==> src/rtl/keyed_wdog.sv <==
module keyed_wdog #(
  parameter int TIMEOUT = 1000,
  parameter int DW = 16,
  parameter logic [15:0] KEY_ON = 16'hEABE,
  parameter logic [15:0] KEY_OFF = 16'hDEAD
) (
  input  logic          clk,
  input  logic          rst,
  input  logic          wr_en,
  input  logic          rd_en,
  input  logic [1:0]    addr,
  input  logic [DW-1:0] wdata,
  output logic [DW-1:0] rdata,
  output logic          reset_req
);
  localparam int CW = (TIMEOUT > 2) ? $clog2(TIMEOUT) : 1;
  localparam logic [CW-1:0] LAST = CW'(TIMEOUT - 1);
  localparam logic [1:0] A_KEY = 2'd0, A_CFG = 2'd1, A_KICK = 2'd2;

  logic          en_q, arm_on_q, arm_off_q;
  logic [CW-1:0] cnt_q;

  wire wr_key  = wr_en && addr == A_KEY;
  wire wr_cfg  = wr_en && addr == A_CFG;
  wire wr_kick = wr_en && addr == A_KICK;
  wire do_off  = wr_cfg && arm_off_q && wdata[1];
  wire do_on   = wr_cfg && arm_on_q && wdata[0];

  always_ff @(posedge clk) begin
    if (rst) begin
      en_q      <= 1'b0;
      arm_on_q  <= 1'b0;
      arm_off_q <= 1'b0;
      cnt_q     <= '0;
      reset_req <= 1'b0;
    end else begin
      reset_req <= 1'b0;
      if (wr_key) begin
        arm_on_q  <= wdata[15:0] == KEY_ON;
        arm_off_q <= wdata[15:0] == KEY_OFF;
      end else if (wr_cfg) begin
        arm_on_q  <= 1'b0;
        arm_off_q <= 1'b0;
      end
      if (do_off) begin
        en_q  <= 1'b0;
        cnt_q <= '0;
      end else if (do_on) begin
        en_q  <= 1'b1;
        cnt_q <= '0;
      end else if (wr_kick) begin
        cnt_q <= '0;
      end else if (en_q) begin
        if (cnt_q == LAST) begin
          cnt_q     <= '0;
          reset_req <= 1'b1;
        end else begin
          cnt_q <= cnt_q + 1'b1;
        end
      end
    end
  end

  assign rdata = (rd_en && addr == A_CFG) ? DW'(en_q) : '0;
endmodule


==> config.mk <==
export PLATFORM = sky130hd
export DESIGN_NAME = keyed_wdog
export DESIGN_NICKNAME = d
export VERILOG_FILES = /design/src/rtl/keyed_wdog.sv
export SDC_FILE = /design/constraint.sdc
export NUM_CORES = 1
export LEC_CHECK = 0
export BUFFER_PORTS_ARGS = -buffer_cell sky130_fd_sc_hd__buf_2
export CAP_MARGIN = 20
export CORE_MARGIN = 2
export CORE_UTILIZATION = 44
export DETAILED_ROUTE_END_ITERATION = 6
export PLACE_DENSITY = 0.8
export RECOVER_POWER = 25
export SLEW_MARGIN = 20
export SYNTH_ARGS = -nofsm -noshare
export SYNTH_HDL_FRONTEND = slang
export SYNTH_SLANG_ARGS = --single-unit
==> constraint.sdc <==
create_clock -name clk -period 1.4 [get_ports clk]
set_input_delay 0.14 -clock clk [delete_from_list [all_inputs] [get_ports clk]]
set_output_delay 0.14 -clock clk [all_outputs]
set_load 0.01 [all_outputs]
---- After elaboration in Yosys (flattened, before gate mapping) ----
Cells that the tools add are included.
cells by class
  add/subtract/negate cells ............... 1
  multiply operators ...................... 0
  div/mod/pow operators ................... 0
  magnitude comparators ................... 0
  equality and inequality tests ........... 5
  shift-type cells ........................ 0
  multiplexer cells ....................... 6
  bitwise operators ....................... 1
  reductions and logical operators ........ 13
operators with widths
  cell                     number
  $eq A16 B16 Y1 const B   2
  $add A10 B1 Y10 const B  1
  $eq A10 B10 Y1 const B   1
  $mux W10                 1
  $logic_and A1 B1 Y1      8
  $mux W1                  5
  $reduce_or A5 Y1         1
  $reduce_or A4 Y1         1
  $eq A2 B1 Y1 const B     1
  $eq A2 B2 Y1 const B     1
  $logic_not A2 Y1         1
  $reduce_bool A2 Y1       1
  $reduce_or A2 Y1         1
  $not A1 Y1               1
storage, ports and cells
  bits in registers ....................... 14
  latch bits .............................. 0
  RAM bits ................................ 0
  memory bits (read-only) ................. 0
  bits of input ports ..................... 22
  output and inout port bits .............. 17
  memories kept ........................... 0

---- Logic depth before layout (Yosys ltp) ----
  depth after elaboration ................. 5
  depth in mapped cells ................... 5

---- Worst setup path after synthesis ----
Ideal clock, no wire load.
  path type ............................... register to register
  start ................................... register en_q
  end ..................................... register cnt_q[0]
  arrival ................................. 1139 ps
  slack ................................... 136 ps
  stages on the path, launching flop included .. 6
  buffers on the path ..................... 1
  path through ............................ dfxtp_1 > clkbuf_1 > and3_1 > nand4_1 > nand3_1 > nor2_1
RTL lines
  element                   line  text
  start: declaration        20    logic en_q, arm_on_q, arm_off_q;
  start signal: assignment  31    en_q <= 1'b0;
  start signal: assignment  46    en_q <= 1'b0;
  start signal: assignment  49    en_q <= 1'b1;
  end signal: assignment    58    cnt_q <= cnt_q + 1'b1;
  end: declaration          21    logic [CW-1:0] cnt_q;

---- Worst setup path after layout ----
  start ................................... register en_q
  end ..................................... output rdata[0]
between the ends
  cells in the longest elaborated chain, start to end .. 1
ends and longest elaborated chain
  element           line  text
  $mux W1           64    assign rdata = (rd_en && addr == A_CFG) ? DW'(en_q) : '0;
  end: declaration  13    output logic [DW-1:0] rdata,
Every way passes these cells.

==> reports/results.ini <==
[worst_setup_path]
crit_buf_inv = 2
cp_num_cells = 3
crit_path_end_kind = primary output
worstSetupPathType = reg -> out
critPathRequiredTime_ns = 1.26
rr_worst_depth = 6
path_max_fanout = 5
crit_family = flip-flops
start_kind = register
critPathMaxStageDelay_ns = 0.38
cp_cell_sequence = buf_4 -> and4b_2 -> buf_2
arrival_ns = 1.14
critical-path-slowest-cell = dfxtp_1

[final_layout]
antennaDiodeCount = 0
layout-drive-gt1-share_pct = 31.4
design_area_um2 = 940
fin_util_pct = 55.0
finalNetCount = 145
area_delta_synth_final_pct = 20.0

[cts]
cts_hold_buf = 0
root_buffer = clkbuf_4
numCtsBuffers = 3
cts.sinks = 14
cts_buffer_depth = 2
clk_pin_slew_ns = 0.08
cts_tree = done
htreeDepth = 1
clock_latency_ns = 0.27

[yosys]
syn_area_um2 = 783
synth-seq-cells = 14
synth_area_leaders = dfxtp_1, buf_4, nor2_1
syn_inst = 91
ys_seq_area_share_pct = 35.8
post-synth-top-area-fraction_pct = 35.8
synth_area_per_cell_um2 = 8.61
yosysTopAreaCell = dfxtp_1
ys_types = 27
ys.warnings.count = 0

[die]
initial_core_util_pct = 45.9
die_y_um = 46.2
core_area_um2 = 1710
dieArea_um2 = 2130
rows = 15
dieWidth_um = 46.2
io_pins = 39

[timing]
hold_viol_final = 0
clock_skew_ns = 0.000270
setup_viol = 0
fin_crit_sh_pct = 91.6
whs_ns = 0.0466
fin_crit_ns = 1.28
slew_viol_final = 0
fmaxAchievable_mhz = 780

[min_path]
min_path_type = in -> reg
worstHoldPathCells = 2

[power]
sw_frac_of_total_pct = 21.7
seqPwrFrac_pct = 52.9
intPower_uw = 589
p_switching_uw = 163
p_per_area_nw_per_um2 = 800
p_clk_share_pct = 37.0
pwr-share-comb_pct = 10.1
p_leak_uw = 0.000403
vdd_drop_max_mv = 0.593

[routing]
ant_nets = 0
vias_per_cell = 4.60
drt_iter0_markers = 8
firstDrtPassIters = 3
wl_um = 1390
post_drt_wl_per_cell_um = 9.49
drc_errors = 0
num_vias = 672

[placement]
io_buffers = 23
finalWeightedCongestion = 0.777
place_area_um2 = 896

[global_route]
grt_antenna_before_repair = 0
grt_usage_pct = 14.2
grt_max_degree = 10
grt_remaining_overflow = 0
grt_pass1_vias = 603
grt_pass1_wl_um = 2250

[job]
drv_cap = 0

[outcome]
status = finished clean

[placed cells by master (no fill, tap or decap), types with 2 or more instances in the layout]
master	count
nand3_1	3
dfxtp_1	12
nor3_1	3
nand2_1	6
and4b_2	2
xnor2_1	4
buf_4	5
buf_2	22
conb_1	15
nand4_1	7
a21oi_1	2
dfxtp_2	2
clkbuf_4	3
nor2_1	13
xor2_1	5
[logic make-up (layout without fill, tap and decap cells)]
logic type	after synthesis	count (layout)	share of synthesized area, %
and+or+nand+nor	44	44	31.8
buffers and inverters	16	32	14.9
DFF	14	14	35.8
xor gates and xnor gates	9	9	10.1
AOI/OAI and AO/OA	5	5	4.15
adders and majority gates	1	1	1.60
other	1	15	0.479
muxes	1	1	1.28
[metal layers]
layer / share of wire [%] / GRT usage (%) / up-vias
li1: - / - / 346
met1: 42 / 16.7 / 302
met2: 51 / 24.2 / 20
met3: 4.7 / 5.10 / 4
met4: 1.8 / 4.00 / 0
met5: 0 / 0 / -
[Yosys cell counts (all sizes together)]
| cell | n |
|---|---|
| xor2 | 5 |
| and3 | 2 |
| a22oi | 1 |
| nor2 | 13 |
| nand3 | 3 |
| ha | 1 |
| nand4 | 7 |
| dfxtp | 14 |
| nor3b | 1 |
| o21ba | 1 |
| buf | 15 |
| nor2b | 1 |
| nand4b | 1 |
| mux2i | 1 |
| xnor2 | 4 |
| nor3 | 3 |
| nor4b | 1 |
| nand2b | 1 |
| and2b | 1 |
| and4b | 2 |
| conb | 1 |
| clkbuf | 1 |
| nor4 | 1 |
| nand2 | 6 |
| or4b | 1 |
| a21oi | 2 |
| o21ai | 1 |
[area by class of cell]
class	instances	area, um^2
repair buffers	28	151
flip-flops and latches	14	283
fillers	155	768
multi-input cells	75	438
clock buffers	4	36.3
well taps	25	31.3
[final timing paths]
path / from / endpoint / slack, ns
hold reg to reg: arm_off_q / arm_off_q / 0.46
hold / removal: rst / arm_off_q / 0.05
setup / recovery: en_q / rdata[0] / 0.12
setup reg to reg: cnt_q[0] / cnt_q[6] / 0.13
[registers in the layout, summed over array words and instances (netlist names)]
| signal | flops |
|---|---|
| en_q | 1 |
| arm_off_q | 1 |
| arm_on_q | 1 |
| reset_req | 1 |
| cnt_q | 10 |
[through the flow]
stage | instances | setup TNS, ns | setup WS [ns] | power (uW)
floorplan | 105 | 0 | 0.136 | 473
global placement | 141 | 0 | 0.0509 | 482
detailed placement | 141 | 0 | 0.0194 | 483
CTS | 145 | 0 | 0.0905 | 760
global route | 146 | -0.00490 | -0.00490 | 792
finish | 146 | 0 | 0.118 | 752
[power groups by stage]
stage,clock [uW],sequential [uW],combinational [uW]
6_report,278,398,76.0
5_1_grt,307,398,86.5
4_1_cts,286,398,76.3
3_5_place_dp,0,407,76.3
3_3_place_gp,0,407,74.4
2_1_floorplan,0,407,65.6
[what timing repair did]
item | in CTS | in global routing
setup buffers | 0 | 1
gates resized for setup | 0 | 3
endpoints found under the hold margin | 0 | 0
endpoints found under the setup margin | 0 | 9
Note: power is estimated with default switching activity, not from simulation.
